## src/rtl/dfp_pkg.sv

```systemverilog
package dfp_pkg;

   localparam logic [7:0] OP_STATUS   = 8'hD7;
   localparam logic [7:0] CODE_MASK   = 8'h3C;
   localparam int         NUM_ENTRIES = 9;   // eight devices plus closing entry

   typedef struct packed {
      logic [7:0] code;
      logic [3:0] pbits;
      logic [7:0] pcount;
      logic [2:0] pmult;
   } dev_entry_t;

   function automatic dev_entry_t dev_entry(input int idx);
      dev_entry_t e;
      case (idx)
         0:       e = '{code: 8'h0C, pbits: 4'd9,  pcount: 8'd2,  pmult: 3'd1};
         1:       e = '{code: 8'h14, pbits: 4'd9,  pcount: 8'd4,  pmult: 3'd1};
         2:       e = '{code: 8'h1C, pbits: 4'd9,  pcount: 8'd8,  pmult: 3'd1};
         3:       e = '{code: 8'h24, pbits: 4'd9,  pcount: 8'd16, pmult: 3'd1};
         4:       e = '{code: 8'h2C, pbits: 4'd10, pcount: 8'd16, pmult: 3'd2};
         5:       e = '{code: 8'h34, pbits: 4'd10, pcount: 8'd32, pmult: 3'd2};
         6:       e = '{code: 8'h38, pbits: 4'd11, pcount: 8'd32, pmult: 3'd4};
         7:       e = '{code: 8'h10, pbits: 4'd11, pcount: 8'd64, pmult: 3'd4};
         default: e = '0;  // closing entry: zero page bits ends the walk
      endcase
      return e;
   endfunction

endpackage

```

## src/rtl/dfp_delay.sv

```systemverilog
module dfp_delay #(
   parameter int W = 8
) (
   input  logic         clk,
   input  logic         rst_n,
   input  logic         start,
   input  logic [W-1:0] len,
   output logic         fire
);
   logic [W-1:0] cnt_q;
   logic         act_q;

   assign fire = act_q && (cnt_q == '0);

   always_ff @(posedge clk) begin
      if (!rst_n) begin
         cnt_q <= '0;
         act_q <= 1'b0;
      end else if (start) begin
         cnt_q <= len;
         act_q <= 1'b1;
      end else if (fire) begin
         act_q <= 1'b0;
      end else if (act_q) begin
         cnt_q <= cnt_q - 1'b1;
      end
   end

   // fire never lasts past one cycle unless restarted (R2/R3 timing base)
   p_fire_single_r2: assert property (@(posedge clk) disable iff (!rst_n)
      fire && !start |=> !fire);

endmodule

```

## src/rtl/dfp_spi_byte.sv

```systemverilog
module dfp_spi_byte #(
   parameter int SCK_HALF = 2
) (
   input  logic       clk,
   input  logic       rst_n,
   input  logic       start,
   input  logic [7:0] tx,
   input  logic       miso,
   output logic       sck,
   output logic       mosi,
   output logic [7:0] rx,
   output logic       done
);
   localparam int HW = $clog2(SCK_HALF) + 1;

   logic [7:0]    tx_q, rx_q;
   logic [2:0]    bit_q;
   logic [HW-1:0] div_q;
   logic          run_q, sck_q, done_q;

   assign sck  = sck_q;
   assign mosi = tx_q[7];
   assign rx   = rx_q;
   assign done = done_q;

   always_ff @(posedge clk) begin
      if (!rst_n) begin
         tx_q   <= '0;
         rx_q   <= '0;
         bit_q  <= '0;
         div_q  <= '0;
         run_q  <= 1'b0;
         sck_q  <= 1'b0;
         done_q <= 1'b0;
      end else begin
         done_q <= 1'b0;
         if (start && !run_q) begin
            run_q <= 1'b1;
            tx_q  <= tx;
            bit_q <= '0;
            div_q <= '0;
            sck_q <= 1'b0;
         end else if (run_q) begin
            if (div_q == HW'(SCK_HALF - 1)) begin
               div_q <= '0;
               if (!sck_q) begin
                  sck_q <= 1'b1;
                  rx_q  <= {rx_q[6:0], miso};
               end else begin
                  sck_q <= 1'b0;
                  if (bit_q == 3'd7) begin
                     run_q  <= 1'b0;
                     done_q <= 1'b1;
                  end else begin
                     bit_q <= bit_q + 1'b1;
                     tx_q  <= {tx_q[6:0], 1'b0};
                  end
               end
            end else begin
               div_q <= div_q + 1'b1;
            end
         end
      end
   end

   // data line holds while the clock is high
   p_mosi_hold_r4: assert property (@(posedge clk) disable iff (!rst_n)
      sck_q && $past(sck_q) |-> $stable(mosi));
   // no clock pulses once the byte has completed
   p_idle_low_r4: assert property (@(posedge clk) disable iff (!rst_n)
      done_q |-> !sck_q);

endmodule

```

## src/rtl/dfp_table_search.sv

```systemverilog
module dfp_table_search
   import dfp_pkg::*;
(
   input  logic       clk,
   input  logic       rst_n,
   input  logic       start,
   input  logic [7:0] code,
   output logic       done,
   output logic       hit,
   output dev_entry_t ent
);
   localparam int IW = $clog2(NUM_ENTRIES);

   dev_entry_t rom [NUM_ENTRIES];

   for (genvar g = 0; g < NUM_ENTRIES; g++) begin : g_rom
      assign rom[g] = dev_entry(g);
   end

   logic [IW-1:0] idx_q;
   logic [7:0]    code_q;
   logic          run_q, done_q, hit_q;
   dev_entry_t    ent_q, cur;

   assign cur  = rom[idx_q];
   assign done = done_q;
   assign hit  = hit_q;
   assign ent  = ent_q;

   always_ff @(posedge clk) begin
      if (!rst_n) begin
         idx_q  <= '0;
         code_q <= '0;
         run_q  <= 1'b0;
         done_q <= 1'b0;
         hit_q  <= 1'b0;
         ent_q  <= '0;
      end else begin
         done_q <= 1'b0;
         if (start) begin
            idx_q  <= '0;
            code_q <= code;
            run_q  <= 1'b1;
         end else if (run_q) begin
            if (cur.pbits == 4'd0) begin
               run_q  <= 1'b0;
               done_q <= 1'b1;
               hit_q  <= 1'b0;
               ent_q  <= '0;
            end else if (cur.code == code_q) begin
               run_q  <= 1'b0;
               done_q <= 1'b1;
               hit_q  <= 1'b1;
               ent_q  <= cur;
            end else begin
               idx_q <= idx_q + 1'b1;
            end
         end
      end
   end

   // walk never passes the closing entry
   p_idx_bound_r8: assert property (@(posedge clk) disable iff (!rst_n)
      run_q |-> idx_q < IW'(NUM_ENTRIES));
   // a reported hit never carries the closing entry
   p_hit_nonzero_r8: assert property (@(posedge clk) disable iff (!rst_n)
      done_q && hit_q |-> ent_q.pbits != 4'd0);

endmodule

```

## src/rtl/dflash_probe.sv

```systemverilog
module dflash_probe
   import dfp_pkg::*;
#(
   parameter int RST_LOW_CYCLES = 160,
   parameter int RECOVER_CYCLES = 16,
   parameter int SCK_HALF       = 2
) (
   input  logic       clk,
   input  logic       rst_n,
   output logic       flash_rst_n,
   output logic       spi_cs_n,
   output logic       spi_sck,
   output logic       spi_mosi,
   input  logic       spi_miso,
   output logic [3:0] page_bits,
   output logic [7:0] page_count,
   output logic [2:0] page_mult,
   output logic       found,
   output logic       done
);
   localparam int DLY_MAX = (RST_LOW_CYCLES > RECOVER_CYCLES) ? RST_LOW_CYCLES : RECOVER_CYCLES;
   localparam int DLY_W   = $clog2(DLY_MAX + 1);

   if (SCK_HALF < 1 || RST_LOW_CYCLES < 1 || RECOVER_CYCLES < 1) begin : g_bad_cfg
      $error("dflash_probe: timing parameters must be at least 1");
   end

   typedef enum logic [2:0] {
      ST_BOOT, ST_RLOW, ST_RECOV, ST_OPC, ST_DUMMY, ST_LOOK, ST_DONE, ST_IDLE
   } state_t;

   state_t       st_q;
   logic         frst_q, cs_q, found_q, done_q;
   logic [3:0]   pb_q;
   logic [7:0]   pc_q;
   logic [2:0]   pm_q;

   logic             dly_start, dly_fire;
   logic [DLY_W-1:0] dly_len;
   logic             spi_start, spi_done;
   logic [7:0]       spi_tx, spi_rx;
   logic             look_start, look_done, look_hit;
   dev_entry_t       look_ent;

   assign dly_start  = (st_q == ST_BOOT) || (st_q == ST_RLOW && dly_fire);
   assign dly_len    = (st_q == ST_BOOT) ? DLY_W'(RST_LOW_CYCLES) : DLY_W'(RECOVER_CYCLES);
   assign spi_start  = (st_q == ST_RECOV && dly_fire) || (st_q == ST_OPC && spi_done);
   assign spi_tx     = (st_q == ST_RECOV) ? OP_STATUS : 8'h00;
   assign look_start = (st_q == ST_DUMMY) && spi_done;

   dfp_delay #(.W(DLY_W)) dly_i (
      .clk(clk), .rst_n(rst_n), .start(dly_start), .len(dly_len), .fire(dly_fire)
   );

   dfp_spi_byte #(.SCK_HALF(SCK_HALF)) spi_i (
      .clk(clk), .rst_n(rst_n), .start(spi_start), .tx(spi_tx), .miso(spi_miso),
      .sck(spi_sck), .mosi(spi_mosi), .rx(spi_rx), .done(spi_done)
   );

   dfp_table_search look_i (
      .clk(clk), .rst_n(rst_n), .start(look_start), .code(spi_rx & CODE_MASK),
      .done(look_done), .hit(look_hit), .ent(look_ent)
   );

   always_ff @(posedge clk) begin
      if (!rst_n) begin
         st_q    <= ST_BOOT;
         frst_q  <= 1'b1;
         cs_q    <= 1'b1;
         found_q <= 1'b0;
         done_q  <= 1'b0;
         pb_q    <= '0;
         pc_q    <= '0;
         pm_q    <= '0;
      end else begin
         done_q <= 1'b0;
         case (st_q)
            ST_BOOT: begin
               frst_q <= 1'b0;
               st_q   <= ST_RLOW;
            end
            ST_RLOW: if (dly_fire) begin
               frst_q <= 1'b1;
               st_q   <= ST_RECOV;
            end
            ST_RECOV: if (dly_fire) begin
               cs_q <= 1'b0;
               st_q <= ST_OPC;
            end
            ST_OPC: if (spi_done) st_q <= ST_DUMMY;
            ST_DUMMY: if (spi_done) begin
               cs_q <= 1'b1;
               st_q <= ST_LOOK;
            end
            ST_LOOK: if (look_done) begin
               found_q <= look_hit;
               pb_q    <= look_ent.pbits;
               pc_q    <= look_ent.pcount;
               pm_q    <= look_ent.pmult;
               st_q    <= ST_DONE;
            end
            ST_DONE: begin
               done_q <= 1'b1;
               st_q   <= ST_IDLE;
            end
            default: st_q <= ST_IDLE;
         endcase
      end
   end

   assign flash_rst_n = frst_q;
   assign spi_cs_n    = cs_q;
   assign found       = found_q;
   assign done        = done_q;
   assign page_bits   = pb_q;
   assign page_count  = pc_q;
   assign page_mult   = pm_q;

   p_sck_idle_r4: assert property (@(posedge clk) disable iff (!rst_n)
      spi_cs_n |-> !spi_sck);
   p_cs_in_reset_r3: assert property (@(posedge clk) disable iff (!rst_n)
      !flash_rst_n |-> spi_cs_n);
   p_done_pulse_r10: assert property (@(posedge clk) disable iff (!rst_n)
      done |=> !done);
   p_done_stable_r10: assert property (@(posedge clk) disable iff (!rst_n)
      done |-> $stable(found) && $stable(page_bits) && $stable(page_count));
   p_miss_zero_r9: assert property (@(posedge clk) disable iff (!rst_n)
      done && !found |-> page_bits == 4'd0 && page_count == 8'd0 && page_mult == 3'd0);

endmodule

```

## config.mk

```make
export PLATFORM = sky130hd
export DESIGN_NAME = dflash_probe
export DESIGN_NICKNAME = d
export VERILOG_FILES = /design/src/rtl/dfp_pkg.sv /design/src/rtl/dfp_delay.sv /design/src/rtl/dfp_spi_byte.sv /design/src/rtl/dfp_table_search.sv /design/src/rtl/dflash_probe.sv
export SDC_FILE = /design/constraint.sdc
export NUM_CORES = 1
export LEC_CHECK = 0
export ABC_AREA = 0
export CAP_MARGIN = 0
export CORE_ASPECT_RATIO = 0.75
export CORE_MARGIN = 2
export CORE_UTILIZATION = 52
export CTS_CLUSTER_DIAMETER = 200
export DETAILED_ROUTE_END_ITERATION = 8
export PLACE_DENSITY = 0.78
export SLEW_MARGIN = 20
export SYNTH_ARGS = -nofsm -noshare
export SYNTH_HDL_FRONTEND = slang
export SYNTH_SLANG_ARGS = --single-unit
```

## constraint.sdc

```tcl
create_clock -name clk -period 2.8 [get_ports clk]
set_input_delay 0.56 -clock clk [delete_from_list [all_inputs] [get_ports clk]]
set_output_delay 0.56 -clock clk [all_outputs]
set_load 0.05 [all_outputs]
```

==> results list <==
- The flow ran to the end, and the final reports show no timing, DRC or antenna violations.
* Number of hold-repair buffers added at the cts stage: 0
- Fin crit period: roughly 2.4 ns
* Avg Synthesized Cell Area: slightly below 9 um2
* Final layout net count: 400
- Leading cell types by count after synthesis: 78 x nand2_1, 73 x dfxtp_1, 27 x nor2_1
- nand2_1 is the most common cell in the netlist.
- I/O Buffers: 20
- Transition at the pin with the smallest max-transition slack: approximately 0.66 ns
- Measured along the x axis, the die boundary spans ~96 um.
* Category of cells accounting for the largest share of critical-path delay: simple AND/OR/NAND/NOR gates
* Worst IR drop on VDD: ~0.37 mV
* Via count of the first global-routing pass: around 2300
* Crit path largest cell delay: roughly 0.5 ns
* Post-detailed-placement half-perimeter wirelength: 4260 um
- Kind of capture point of the worst setup path: flop
* Overall power consumption: ~2300 uW
- Number of synthesized register bits: 73
- Clock network power share: 0.369
- CTS tree: yes
* Cell-internal power: roughly 1600 uW
- Final Core Density: 0.626
* Core Box Area: ~0.0059 mm2
* Die boundary height: 72.7 um
* Vias per Instance: 5.35
* Global-route wire length before repair: ~10000 um
* Share of synthesized area occupied by flip-flops and latches: 0.447
- After clock tree synthesis, the clock-pin slew on the worst setup and hold paths is ~0.08 ns.
* Number of inserted diodes: 0
* Number of buffers inserted by post-CTS setup repair: 0
* Overall die area: 0.00695 mm2
- DRC viols: 0
* Leak: 0.00139 uW
- Sw frac: 0.276
* Number of antenna violations at the first check in global routing: 0
- Of the post-synthesis cell area, the dominant cell type holds 0.447.
* Via total after detailed routing: approximately 2500
- For this run, the top clock speed supported by timing is roughly 0.42 GHz.
- Number of standard cells after synthesis: ~370
- The initial utilization of the core area, before any placement, comes to 0.550.
- The routed design has 6020 um of wire.
- The share of the synthesized area in compound gates (AO/OA/AOI/OAI) was 0.174.
- Core Rows: 24
- PostCTS Resize Cnt: 0
- Of the total synthesized cell area, the portion taken by full adders, half adders and majority gates is 0.0383.
* Post-Synthesis Cell Area: 0.00327 mm2
* Proportion of synthesized area in mux cells: 0.0310
* Boundary pin count: 24
* Count of final max-slew check failures: 0
- Number of DRC markers after the initial detailed-route iteration: 73
- After global routing, the most crowded layer is met2.
- Layout cell share with drive strength beyond 1: 0.0893
- Relative contribution of combinational cells to total power: 0.135
- In this run the power density over the cells is between 600 and 700 mW/mm2.
* Count of cell types in the netlist: 53
- Buffers & Inverters on Critical Path: 1
* Number of enable-type register cells in the synthesized netlist: 0
* Power share of the sequential group: 0.496
- By area the synthesized netlist is led by dfxtp_1 45%, nand2_1 9.0%, a21boi_0 4.4%.
- Setup repair after global routing left no endpoint under its margin.
- Final total negative setup slack: 0 ns
- The worst setup path is launched from a flop.
* Cells along the critical path: inv_1 > ha_1 > nor2_1 > a211oi_1 > xnor2_1 > nand3_2 > nor4_4 > a22o_1
* Clock root buffer master: clkbuf_8
* Instance count after placement with tap cells included: approximately 450
* Required time of the critical path: between 3 and 4 ns
* Clock tree sinks: between 70 and 80
- At the end of routability-driven placement, the weighted congestion stood at around 0.78.
* Fin crit share: 0.852
- Worst skew pair latency: ~0.35 ns
* H-tree lvl count: 3
- First-pass detailed-route iteration total: 4
* Number of clock buffers inserted by TritonCTS: 9
- Dominant combinational cell family by area after synthesis: simple AND/OR/NAND/NOR gates
- After detailed routing, the average wire length per cell comes to ~13 um.
- The Yosys step of the flow raised 0 warnings.
* Most instantiated flip-flop cell in the synthesis netlist: dfxtp_1
- Worst hold-check path type: reg2reg
* Cell type with the highest aggregate area in the netlist: dfxtp_1
* Arrival time at the worst endpoint: ~2.7 ns
* Final hold violation count: 0
* Cell with the largest stage delay on the worst path: dfxtp_1
- Worst-path fanout max: 8
* Met2 usage: 0.279
- DRT antenna net count: 0
- Of the total synthesized cell area, the portion taken by AND, OR, NAND and NOR gates is 0.238.
- The count of cells in the finished layout, fillers not included, comes to 470.
- The tool flagged a number of max-cap violations equal to 0.
- Number of buffers on the longest clock path: 2
- In the synthesized netlist the async set-or-reset flop fraction comes to 0.
* Final setup vio count: 0
- For the final database, setup skew stands at between 0.01 and 0.015 ns.
- Of the total synthesized cell area, the portion taken by XOR and XNOR cells is 0.0348.
* Net switching component of the power: ~630 uW
- In the global route stage, met1 resource usage came out at 0.270.
- Largest net degree at the start of global routing: 18
* Total routing usage reported by global routing: 0.192
- Signed area change from the synthesized netlist to the final layout: 13.8%
* Slew margin rel.: 0.558
- In the global route stage, met3 resource usage came out at 0.0661.
- Grt total ovfl: 0
* Path type of the worst setup path: reg2reg
-- routing by layer --
| metal | wire (um) | part of all wire |
|---|---|---|
| met1 | 3180 | 0.53 |
| met2 | 2520 | 0.42 |
| met3 | 276 | 0.046 |
| met4 | 36 | 0.0060 |
| met5 | 0 | 0 |
-- final cells by class --
type                    instances  area, um2
fillers                       518       2220
well taps                      78       97.6
flip-flops and latches         73       1460
repair buffers                 24        230
multi-input cells             271       1700
inverters                       8       30.0
clock buffers                  10        138
clock inverters                 6       66.3
-- worst reg2reg max path, delay by kind of cell, from the launching register on --
kind	cells	cell delay [ns]
AND/OR/NAND/NOR	3	0.63
flip-flops	1	0.49
AO/OA/AOI/OAI	2	0.48
adder cells (fa/ha/maj)	1	0.35
XOR/XNOR	1	0.21
buffers and inverters	1	0.17
-- cells by family (layout without fill, tap and decap cells) --
| family | Yosys count | count (layout) |
|---|---|---|
| AND/OR/NAND/NOR | 156 | 156 |
| buffers and inverters | 26 | 48 |
| multiplexers | 10 | 10 |
| adder cells (fa/ha/maj) | 10 | 10 |
| flip-flops | 73 | 73 |
| other | 1 | 3 |
| XOR/XNOR | 13 | 13 |
| AO/OA/AOI/OAI | 79 | 79 |
-- worst paths after layout --
| check | startpoint | end | slack (ns) | cells past startpoint |
|---|---|---|---|---|
| min reg2reg | spi_i.tx_q[0] | spi_i.tx_q[0] | 0.46 | 2 |
| max | look_i.idx_q[0] | look_i.ent[5] | 0.42 | 8 |
| min | spi_i.tx_q[0] | spi_i.tx_q[0] | 0.46 | 2 |
| max reg2reg | look_i.idx_q[0] | look_i.ent[5] | 0.42 | 8 |
-- layout by cell type (no fill, tap or decap), types with 6 or more instances in the layout --
cell and instances:
dfxtp_1 73, ha_1 10, a21oi_1 14, nor2_1 27
clkdlybuf4s50_1 20, a31oi_1 6, nand2_1 78, mux2i_1 9
a21boi_0 19, o21ai_0 7, clkbuf_8 10, xnor2_1 8
inv_1 8, nor2b_1 9, nand2b_1 6
-- registers in the layout, indices dropped and copies added, names as in the netlist, 3 cells and up --
register       cells
look_i.ent        12
dly_i.cnt_q        8
spi_i.tx_q         8
page_count         6
spi_i.rx           6
look_i.code_q      4
look_i.idx_q       4
page_bits          3
page_mult          3
spi_i.bit_q        3
st_q               3
-- power groups by stage --
| stage | Sequential (uW) | Clock [uW] | Combinational (uW) |
|---|---|---|---|
| after floorplan | 1150 | 0 | 263 |
| after global placement | 1150 | 0 | 301 |
| after detailed placement | 1150 | 0 | 305 |
| after CTS | 1130 | 860 | 307 |
| after global routing | 1140 | 905 | 351 |
| final | 1130 | 841 | 308 |
-- metrics by stage --
step	area, um2	setup slack, ns	hold WS [ns]
final	3720	0.415	0.459
after global routing	3720	0.159	0.486
after CTS	3720	0.390	0.460
after detailed placement	3520	0.418	0.448
after global placement	3520	0.481	0.442
after floorplan	3280	0.780	0.426
No activity file was read; power rests on OpenSTA's default activity.
